**config.mk**
```make
export PLATFORM = sky130hd
export DESIGN_NAME = pot_cmd_exec
export DESIGN_NICKNAME = d
export VERILOG_FILES = /design/src/rtl/pot_cmd_pkg.sv /design/src/rtl/pot_cmd_ctrl.sv /design/src/rtl/pot_cmd_dpath.sv /design/src/rtl/pot_cmd_exec.sv
export SDC_FILE = /design/constraint.sdc
export NUM_CORES = 1
export LEC_CHECK = 0
export BUFFER_PORTS_ARGS = -buffer_cell sky130_fd_sc_hd__buf_2
export CAP_MARGIN = 20
export CORE_MARGIN = 2
export CORE_UTILIZATION = 31
export DETAILED_ROUTE_END_ITERATION = 10
export PLACE_DENSITY = 0.47
export SYNTH_ARGS = -nofsm -noshare
export SYNTH_HDL_FRONTEND = slang
export SYNTH_SLANG_ARGS = --single-unit
```
**constraint.sdc**
```tcl
create_clock -name clk -period 4.4 [get_ports clk]
set_input_delay 0.88 -clock clk [delete_from_list [all_inputs] [get_ports clk]]
set_output_delay 0.88 -clock clk [all_outputs]
set_load 0.1 [all_outputs]
```
**src/rtl/pot_cmd_pkg.sv**
```systemverilog
package pot_cmd_pkg;
  localparam int BYTE_W   = 8;
  localparam int BANK_W   = 2;
  localparam int SEL_W    = 2;
  localparam int ADDR_W   = BANK_W + SEL_W;
  localparam int NUM_REGS = 1 << ADDR_W;

  localparam logic [3:0] OP_RD_WIPER = 4'b1001;
  localparam logic [3:0] OP_WR_WIPER = 4'b1010;
  localparam logic [3:0] OP_RD_DATA  = 4'b1011;
  localparam logic [3:0] OP_WR_DATA  = 4'b1100;
  localparam logic [3:0] OP_TO_WIPER = 4'b1101;
  localparam logic [3:0] OP_TO_DATA  = 4'b1110;
  localparam logic [3:0] OP_STEP     = 4'b0010;

  typedef enum logic [2:0] {
    ST_IDLE, ST_INSTR, ST_DATA, ST_SEND, ST_INC, ST_PEND, ST_HOLD
  } cmdState_t;

  typedef struct packed {
    logic              wrWiper;
    logic              xfrToWiper;
    logic              stepUp;
    logic              stepDn;
    logic              stageByte;
    logic              commitNv;
    logic              nvFromWiper;
    logic              txFromWiper;
    logic [ADDR_W-1:0] addr;
  } cmdStrobes_t;
endpackage

```
**src/rtl/pot_cmd_ctrl.sv**
```systemverilog
module pot_cmd_ctrl
  import pot_cmd_pkg::*;
(
  input  logic              clk,
  input  logic              rstN,
  input  logic              wpN,
  input  logic              busy,
  input  logic              idStb,
  input  logic              byteStb,
  input  logic [BYTE_W-1:0] byteIn,
  input  logic              stopStb,
  input  logic              incStep,
  input  logic              incUp,
  output cmdStrobes_t       stb,
  output logic              ackValid,
  output logic              ackOut,
  output logic              txValid,
  output logic              needData,
  output logic              incActive
);
  cmdState_t         state, stNext;
  logic [ADDR_W-1:0] addrQ, addrNext;
  logic              toWiperQ, toWiperNext;
  logic              fromWiperQ, fromWiperNext;
  logic              txWiperQ, txWiperNext;
  logic              ackEvt, ackNow;

  logic [3:0]        opcode;
  logic [BANK_W-1:0] bankSel;
  logic [SEL_W-1:0]  regSel;
  logic              bankZero;

  assign opcode   = byteIn[7:4];
  assign regSel   = byteIn[3:2];
  assign bankSel  = byteIn[1:0];
  assign bankZero = (bankSel == '0);

  always_comb begin
    stNext           = state;
    addrNext         = addrQ;
    toWiperNext      = toWiperQ;
    fromWiperNext    = fromWiperQ;
    txWiperNext      = txWiperQ;
    ackEvt           = 1'b0;
    ackNow           = 1'b0;
    stb              = '0;
    stb.addr         = addrQ;
    stb.nvFromWiper  = fromWiperQ;
    stb.txFromWiper  = txWiperQ;

    if (idStb) begin
      ackEvt = 1'b1;
      if (busy) begin
        stNext = ST_IDLE;
      end else begin
        ackNow = 1'b1;
        stNext = ST_INSTR;
      end
    end else if (stopStb) begin
      if (state == ST_PEND && wpN) stb.commitNv = 1'b1;
      stNext = ST_IDLE;
    end else if (byteStb) begin
      ackEvt = 1'b1;
      case (state)
        ST_INSTR: begin
          addrNext = {bankSel, regSel};
          stNext   = ST_HOLD;
          case (opcode)
            OP_RD_WIPER: if (bankZero) begin
              ackNow = 1'b1; txWiperNext = 1'b1; stNext = ST_SEND;
            end
            OP_WR_WIPER: if (bankZero) begin
              ackNow = 1'b1; toWiperNext = 1'b1; stNext = ST_DATA;
            end
            OP_RD_DATA: begin
              ackNow = 1'b1; txWiperNext = 1'b0; stNext = ST_SEND;
            end
            OP_WR_DATA: begin
              ackNow = 1'b1; toWiperNext = 1'b0; fromWiperNext = 1'b0;
              stNext = ST_DATA;
            end
            OP_TO_WIPER: if (bankZero) begin
              ackNow = 1'b1; stb.xfrToWiper = 1'b1;
              stb.addr = {bankSel, regSel};
            end
            OP_TO_DATA: if (bankZero) begin
              ackNow = 1'b1; fromWiperNext = 1'b1; stNext = ST_PEND;
            end
            OP_STEP: if (bankZero) begin
              ackNow = 1'b1; stNext = ST_INC;
            end
            default: ;
          endcase
        end
        ST_DATA: begin
          ackNow = 1'b1;
          if (toWiperQ) begin
            stb.wrWiper = 1'b1;
            stNext      = ST_HOLD;
          end else begin
            stb.stageByte = 1'b1;
            stNext        = ST_PEND;
          end
        end
        default: ;
      endcase
    end else if (incStep && state == ST_INC) begin
      stb.stepUp = incUp;
      stb.stepDn = !incUp;
    end
  end

  always_ff @(posedge clk) begin
    if (!rstN) begin
      state      <= ST_IDLE;
      addrQ      <= '0;
      toWiperQ   <= 1'b0;
      fromWiperQ <= 1'b0;
      txWiperQ   <= 1'b0;
      ackValid   <= 1'b0;
      ackOut     <= 1'b0;
    end else begin
      state      <= stNext;
      addrQ      <= addrNext;
      toWiperQ   <= toWiperNext;
      fromWiperQ <= fromWiperNext;
      txWiperQ   <= txWiperNext;
      ackValid   <= ackEvt;
      ackOut     <= ackNow;
    end
  end

  assign txValid   = (state == ST_SEND);
  assign needData  = (state == ST_DATA);
  assign incActive = (state == ST_INC);
endmodule

```
**src/rtl/pot_cmd_dpath.sv**
```systemverilog
module pot_cmd_dpath
  import pot_cmd_pkg::*;
#(
  parameter int          WRITE_CYCLES = 50000,
  parameter logic [7:0]  RESET_VAL    = 8'h80
) (
  input  logic              clk,
  input  logic              rstN,
  input  cmdStrobes_t       stb,
  input  logic [BYTE_W-1:0] byteIn,
  output logic [BYTE_W-1:0] wiperPos,
  output logic [BYTE_W-1:0] txData,
  output logic              busy
);
  localparam int CNT_W = $clog2(WRITE_CYCLES + 1);
  localparam logic [CNT_W-1:0] CNT_LOAD = CNT_W'(WRITE_CYCLES);
  localparam logic [BYTE_W-1:0] POS_MAX = '1;
  localparam logic [BYTE_W-1:0] POS_MIN = '0;

  logic [BYTE_W-1:0] dataReg [NUM_REGS];
  logic [BYTE_W-1:0] wiper, staged, pendData;
  logic [ADDR_W-1:0] pendAddr;
  logic [CNT_W-1:0]  cnt;
  logic              lastCycle;

  assign busy      = (cnt != '0);
  assign lastCycle = (cnt == CNT_W'(1));

  // Retained cells: each updates only at the end of a busy period
  for (genvar gi = 0; gi < NUM_REGS; gi++) begin : g_cell
    always_ff @(posedge clk) begin
      if (!rstN)
        dataReg[gi] <= RESET_VAL;
      else if (lastCycle && pendAddr == ADDR_W'(gi))
        dataReg[gi] <= pendData;
    end
  end

  // Wiper counter: recalled from bank 0 register 0 on reset
  always_ff @(posedge clk) begin
    if (!rstN)
      wiper <= RESET_VAL;
    else if (stb.wrWiper)
      wiper <= byteIn;
    else if (stb.xfrToWiper)
      wiper <= dataReg[stb.addr];
    else if (stb.stepUp && wiper != POS_MAX)
      wiper <= wiper + 1'b1;
    else if (stb.stepDn && wiper != POS_MIN)
      wiper <= wiper - 1'b1;
  end

  always_ff @(posedge clk) begin
    if (!rstN) begin
      staged   <= '0;
      pendData <= '0;
      pendAddr <= '0;
      cnt      <= '0;
    end else begin
      if (stb.stageByte) staged <= byteIn;
      if (stb.commitNv) begin
        pendAddr <= stb.addr;
        pendData <= stb.nvFromWiper ? wiper : staged;
        cnt      <= CNT_LOAD;
      end else if (busy) begin
        cnt <= cnt - 1'b1;
      end
    end
  end

  assign wiperPos = wiper;
  assign txData   = stb.txFromWiper ? wiper : dataReg[stb.addr];
endmodule

```
**src/rtl/pot_cmd_exec.sv**
```systemverilog
module pot_cmd_exec
  import pot_cmd_pkg::*;
#(
  parameter int         WRITE_CYCLES = 50000,
  parameter logic [7:0] RESET_VAL    = 8'h80
) (
  input  logic       clk,
  input  logic       rstN,
  input  logic       wpN,
  input  logic       idStb,
  input  logic       byteStb,
  input  logic [7:0] byteIn,
  input  logic       stopStb,
  input  logic       incStep,
  input  logic       incUp,
  output logic       ackValid,
  output logic       ackOut,
  output logic       needData,
  output logic       txValid,
  output logic [7:0] txData,
  output logic       incActive,
  output logic       busy,
  output logic [7:0] wiperPos
);
  cmdStrobes_t stb;

  pot_cmd_ctrl u_ctrl (
    .clk(clk), .rstN(rstN), .wpN(wpN), .busy(busy),
    .idStb(idStb), .byteStb(byteStb), .byteIn(byteIn), .stopStb(stopStb),
    .incStep(incStep), .incUp(incUp), .stb(stb),
    .ackValid(ackValid), .ackOut(ackOut), .txValid(txValid),
    .needData(needData), .incActive(incActive)
  );

  pot_cmd_dpath #(.WRITE_CYCLES(WRITE_CYCLES), .RESET_VAL(RESET_VAL)) u_dpath (
    .clk(clk), .rstN(rstN), .stb(stb), .byteIn(byteIn),
    .wiperPos(wiperPos), .txData(txData), .busy(busy)
  );
endmodule

```
==> results of run 1 <==
-- metrics by stage --
stage                     setup slack (ps)    util  area, µm²  setup TNS (ps)  power, mW
after floorplan                     -400.4       -       9422          -791.7      2.704
after global placement               12.10  0.3509      10430               0      2.973
after detailed placement            -38.87  0.3509      10430          -38.87      2.971
after CTS                            23.03  0.3702      11000               0      4.490
after global routing                 25.40  0.3704      11010               0      4.658
final                                95.21  0.3705      11010               0      4.453
-- placed cells by master, fill, tap and decap left out, types with 4 or more instances in the layout --
| cell type | n |
|---|---|
| nor4_1 | 5 |
| a22oi_1 | 5 |
| o211a_1 | 9 |
| a31oi_1 | 5 |
| nand2b_1 | 5 |
| a21boi_0 | 17 |
| nand3_1 | 34 |
| a32oi_1 | 19 |
| mux2i_1 | 29 |
| xnor2_1 | 8 |
| a211oi_1 | 25 |
| o21ai_2 | 4 |
| buf_4 | 53 |
| o31ai_1 | 9 |
| inv_1 | 24 |
| nand4_1 | 11 |
| and2_1 | 113 |
| clkbuf_16 | 17 |
| xor2_1 | 10 |
| o21ai_0 | 34 |
| buf_12 | 13 |
| a21oi_1 | 20 |
| nor3_1 | 5 |
| buf_2 | 29 |
| clkinvlp_4 | 4 |
| nand3b_1 | 5 |
| dfxtp_1 | 56 |
| edfxtp_1 | 128 |
| nand2_1 | 109 |
| nor2_1 | 46 |
| nor2b_1 | 12 |
| or3_1 | 21 |
| ha_1 | 9 |
| o211ai_1 | 4 |
| or4_1 | 12 |
-- cells by family (layout without fill, tap and decap cells) --
kind of cell	after synthesis	after routing	share of synthesized area
AOI/OAI and AO/OA	178	178	0.1377
xor gates and xnor gates	18	18	0.01681
adders and majority gates	10	10	0.01414
buffers and inverters	82	151	0.03776
DFF	184	184	0.5295
muxes	30	30	0.03216
other	0	1	0
and+or+nand+nor	404	404	0.2319
-- synthesized netlist by cell type, types with 10 or more instances --
library cell / number
nand4_1: 11
a21boi_0: 18
and2_1: 113
o21ai_0: 38
nand2_1: 110
nand3_1: 35
or4_1: 12
or3_1: 21
mux2i_1: 29
nor2b_1: 12
a211oi_1: 25
edfxtp_1: 128
inv_1: 24
a32oi_1: 19
xor2_1: 10
clkbuf_1: 40
nor2_1: 47
a21oi_1: 20
dfxtp_1: 56
buf_2: 10
-- worst max-delay path, cell delays in order --
cell	delay (ps)
buf_2	120
nor4b_4	450
and4_4	390
a21o_1	240
buf_12	220
a211oi_1	120
nor4_2	450
a22oi_1	180
nand2_1	170
buf_12	190
-- state kept, by name, indices dropped and copies added, names as in the netlist, 3 cells and up --
name / cells
u_dpath.pendData: 8
u_ctrl.state: 3
u_dpath.wiperPos: 8
u_dpath.staged: 8
u_dpath.cnt: 16
u_dpath.pendAddr: 4
u_ctrl.addrQ: 4
u_dpath.dataReg: 128
-- what timing repair did --
item / CTS / global route
endpoints found under the hold margin: 0 / 0
gates resized for setup: 1 / 2
endpoints found under the setup margin: 1 / 3
-- area by class of cell --
class,count,area [µm²]
diodes,1,2.502
multi-input cells,640,4094
clock buffers,17,425.4
inverters,24,90.09
clock inverters,15,141.4
well taps,390,488.0
repair buffers,95,803.3
fillers,2958,18710
flip-flops and latches,184,4965
-- worst paths after layout --
check                                          end  slack [ps]  depth (start not counted)
hold reg to reg     u_dpath.staged[1]$_SDFFE_PN0P_         470                          2
setup reg to reg  u_dpath.wiperPos[7]$_SDFFE_PN1P_        1000                         11
hold / removal      u_dpath.staged[1]$_SDFFE_PN0P_         470                          2
setup / recovery                         txData[3]         100                         10
-- power groups by stage --
stage                     Sequential [mW]  Combinational, mW  Clock [mW]
after floorplan                      2.08              0.622           0
after global placement               2.09              0.884           0
after detailed placement             2.09              0.884           0
after CTS                            2.05              0.890        1.55
after global routing                 2.07              0.985        1.61
final                                2.05              0.888        1.52
-- metal layers --
layer  global-route usage  up-vias  wire, µm
li1                     -     3420         -
met1               0.2622     3446     13770
met2               0.2849      158     12470
met3              0.03021       28      1126
met4              0.05260        0       467
met5                    0        -         0
==> impl_metrics.csv, run 1 <==
group,metric,value,unit
timing,hold_ws,467.1,ps
layout,nets,988,
clocking,cts_setup_buffers,0,
yosys,yosys_warnings,0,
yosys,synthFlopType,"edfxtp_1",
power,powerDensity,404.5,mW/mm²
die,die_width,177.9,µm
clocking,root_buffer,"clkbuf_16",
timing,min_period,4305,ps
power,switchingPower,1.361,mW
layout,fin_cells,1366,
timing,fmax,232.3,MHz
clocking,cts_max_path_buffers,2,
global_route,antenna_found_initial,0,
clocking,cts_sinks,184,
timing,tightest_slew,871.5,ps
yosys,syn_nets,932,
detailed_routing,viasPerCell,5.163,
global_route,grt_overflow,0,
die,initial_utilization,0.3155,
power,p_int,3.092,mW
worst_setup_path,r2r-start,"u_ctrl.state[2]$_SDFFE_PN0P_",
min_path,hp-class,"reg -> reg",
worst_setup_path,cp.arrival,3420,ps
detailed_routing,wl_per_cell,20.38,µm
die,coreArea,0.02972,mm²
yosys,synth_area,0.009376,mm²
die,rows,63,
worst_setup_path,worstPathRequired,3520,ps
yosys,synth_edf_count,128,
yosys,syn_inst,906,
timing,fin_crit_sh,0.9784,
min_path,hp-start,"u_dpath.staged[1]$_SDFFE_PN0P_",
detailed_routing,ant_nets,0,
die,io_pins,38,
clocking,clk_pin_slew,70,ps
power,comb_power_share,0.199,
worst_setup_path,crit_start,"byteIn[1]",
clocking,numCtsBuffers,17,
yosys,async_flop_share,0,
die,die_h,177.9,µm
yosys,yosys_register_bits,184,
worst_setup_path,path_class,"in -> out",
timing,finalMaxSlewViolations,0,
global_route,grt_pass1_wl,42930,µm
global_route,grt_start_max_net_pins,47,
worst_setup_path,cp_max_fo,32,
placed_design,dpl.hpwl,19510,µm
detailed_routing,vias,7052,
timing,rsz0062_at_grt,"false",
placed_design,place_congestion,0.8391,
clocking,clk_latency,440,ps
clocking,h-tree-depth,4,
placed_design,dp_cells,1333,
power,leakagePower,4.114,nW
power,seq_power_share,0.460,
clocking,postCtsHoldBufs,0,
power,swShare,0.3056,
detailed_routing,drcViolationCount,0,
yosys,ys_seq_area_frac,0.5295,
worst_setup_path,end_kind,"output pin",
worst_setup_path,setup.worst_path.start_class,"input port",
detailed_routing,dr.pass1.iters,7,
global_route,grt_pass1_vias,6952,
placed_design,portBuffers,37,
die,fp.dieArea,0.03165,mm²
run,drv_cap,0,
layout,syn2layout_area_growth,17.41,%
yosys,yosysUniqueCellTypes,69,
layout,drive_gt1_frac,0.1528,
timing,slew_headroom,0.4182,
global_route,grtUsageTotal,0.1834,
run_status,status,"completed",
power,ir_worst_vdd,0.0002440,V
power,power.clock.fraction,0.341,
yosys,synth_top_area_cell,"edfxtp_1",
clocking,tritoncts,"yes",
yosys,synth_top_cell_area_share,0.4099,
timing,fin_worst_skew,15.30,ps
detailed_routing,drtIter0Drc,669,
detailed_routing,postRouteWirelength,27840,µm
yosys,synth_area_leaders,"edfxtp_1 41%, dfxtp_1 12%, and2_1 7.5%, nand2_1 4.4%, mux2i_1 3.1%",
timing,hold_viol_final,0,
yosys,syn_avg_cell_area,10.35,µm²
timing,setup_violations,0,
Note: power is estimated with default switching activity, not from simulation.
==> inputs of run 2 (changes only) <==
--- a/config.mk
+++ b/config.mk
@@ -9,6 +9,7 @@
 export CAP_MARGIN = 20
 export CORE_MARGIN = 2
 export CORE_UTILIZATION = 31
+export CTS_BUF_LIST = sky130_fd_sc_hd__clkbuf_8
 export DETAILED_ROUTE_END_ITERATION = 10
 export PLACE_DENSITY = 0.47
 export SYNTH_ARGS = -nofsm -noshare
==> impl_metrics.csv, run 2 (synthesis gave the netlist of run 1 again) <==
group,metric,value,unit
placed_design,place_congestion,0.8391,
die,io_pins,38,
worst_setup_path,cp.arrival,3440,ps
global_route,antenna_found_initial,0,
placed_design,dpl.hpwl,19510,µm
detailed_routing,dr_wl_met3,1116,µm
worst_setup_path,end_kind,"output pin",
placed_design,place_worst_setup_slack,-38.87,ps
layout,drive_gt1_frac,0.1528,
worst_setup_path,setup.worst_path.start_class,"input port",
die,coreArea,0.02972,mm²
clocking,postCtsHoldBufs,0,
die,rows,63,
global_route,grt_pass1_vias,6953,
timing,fin_crit_sh,0.9808,
clocking,cts_max_path_buffers,2,
detailed_routing,viasPerCell,5.175,
detailed_routing,wl_met1,13810,µm
layout,fillers,2968,
timing,tightest_slew,875.1,ps
layout,syn2layout_area_growth,15.35,%
placed_design,portBuffers,37,
timing,slew_headroom,0.4144,
detailed_routing,highest_layer,"met4",
timing,setup-tns-final,0,ps
layout,layout_commonest_cell,"edfxtp_1",
detailed_routing,vias,7064,
placed_design,dp_cells,1333,
timing,finalMaxSlewViolations,0,
timing,setup_violations,0,
run,drv_cap,0,
worst_setup_path,max_stage_delay,460,ps
detailed_routing,wl_per_cell,20.44,µm
timing,min_period,4315,ps
worst_setup_path,cp_cell_sequence,"buf_2, nor4b_4, and4_4, a21o_1, buf_12, a211oi_1, nor4_2, a22oi_1, nand2_1, buf_12",
worst_setup_path,path_class,"in -> out",
timing,finalWorstSetupSlack,84.51,ps
die,initial_utilization,0.3155,
global_route,grtUsageTotal,0.1826,
global_route,grt_overflow,0,
timing,hold_ws,469.5,ps
timing,fin_worst_skew,22.11,ps
timing,hold_viol_final,0,
detailed_routing,ant_nets,0,
die,die_h,177.9,µm
layout,layout_common_cells,"128 x edfxtp_1, 113 x and2_1, 109 x nand2_1",
layout,final-seq-area,0.004965,mm²
worst_setup_path,slowest_stage,"nor4b_4",
layout,multiInputGateArea,0.004094,mm²
clocking,tritoncts,"yes",
worst_setup_path,cp_max_fo,32,
global_route,grt_pass1_wl,42790,µm
clocking,root_buffer,"clkbuf_8",
layout,regMostFlops,"u_dpath.dataReg",
worst_setup_path,cp_common_cell,"buf_12",
detailed_routing,dr.pass1.iters,6,
layout,nets,988,
die,fp.dieArea,0.03165,mm²
clocking,clk_latency,490,ps
worst_setup_path,reg2reg_slack,1000,ps
layout,fin_cells,1365,
power,powerDensity,377.0,mW/mm²
worst_setup_path,worstPathRequired,3520,ps
layout,diodes,0,
power,ir_worst_vdd,0.0001943,V
clocking,numCtsBuffers,17,
layout,top_regs,"u_dpath.dataReg: 128 flops, u_dpath.cnt: 16 flops",
detailed_routing,postRouteWirelength,27900,µm
timing,rsz0062_at_grt,"false",
detailed_routing,drcViolationCount,0,
layout,final_util,0.3639,
die,die_width,177.9,µm
min_path,hp-class,"reg -> reg",
run_status,status,"completed",
power,leakagePower,4.026,nW
global_route,grt_start_max_net_pins,47,
clocking,clk_pin_slew,100,ps
clocking,h-tree-depth,4,
detailed_routing,drtIter0Drc,606,
layout,largest_reg_flops,128,
detailed_routing,wl_met2,12550,µm
timing,fmax,231.7,MHz
clocking,cts_sinks,184,
-- run 2: changes by cell type in the layout (fill, tap and decap cells not counted) --
| cell | previous run | this run |
|---|---|---|
| diode_2 | 1 | 0 |
| clkbuf_8 | 0 | 17 |
| clkbuf_16 | 17 | 0 |
-- run 2: stage by stage --
stage	power, mW	area, µm²
2_1_floorplan	2.704	9422
3_3_place_gp	2.973	10430
3_5_place_dp	2.971	10430
4_1_cts	4.106	10810
5_1_grt	4.275	10820
6_report	4.078	10820
-- run 2: report_power, final --
group | switching, mW | leakage [nW] | internal [mW]
clock network | 0.683 | 0.180 | 0.459
registers | 0.0765 | 1.66 | 1.97
logic | 0.561 | 2.19 | 0.327
total | 1.32 | 4.03 | 2.76
-- run 2: worst max-delay path, delay by kind of cell --
kind	cells	cell delay (ps)
compound gates	3	540
buf+inv	3	530
simple gates	4	1470
-- run 2: what timing repair did --
item | 4_1_cts | 5_1_grt
setup buffers | 0 | 0
endpoints found under the setup margin | 2 | 1
gates resized for setup | 2 | 1
-- run 2: area by class of cell --
type,count,share of cell area
clock buffer,17,0.02163
inverter,24,0.008329
multi-input combinational,640,0.3785
timing repair buffer,95,0.07427
clock inverter,15,0.01307
sequential,184,0.4590
tap,390,0.04512
-- run 2: worst paths after layout --
kind / from / endpoint / depth (start not counted)
setup / recovery: byteIn[1] / txData[3] / 10
hold reg to reg: u_dpath.staged[1]$_SDFFE_PN0P_ / u_dpath.staged[1]$_SDFFE_PN0P_ / 2
hold / removal: u_dpath.staged[1]$_SDFFE_PN0P_ / u_dpath.staged[1]$_SDFFE_PN0P_ / 2
setup reg to reg: u_ctrl.state[2]$_SDFFE_PN0P_ / u_dpath.wiperPos[6]$_SDFFE_PN0P_ / 10
-- run 2: layer usage --
layer	global-route usage	vias up
met1	0.2618	3462
met2	0.2844	158
met5	0	-
met4	0.05157	0
met3	0.02806	25
li1	-	3419
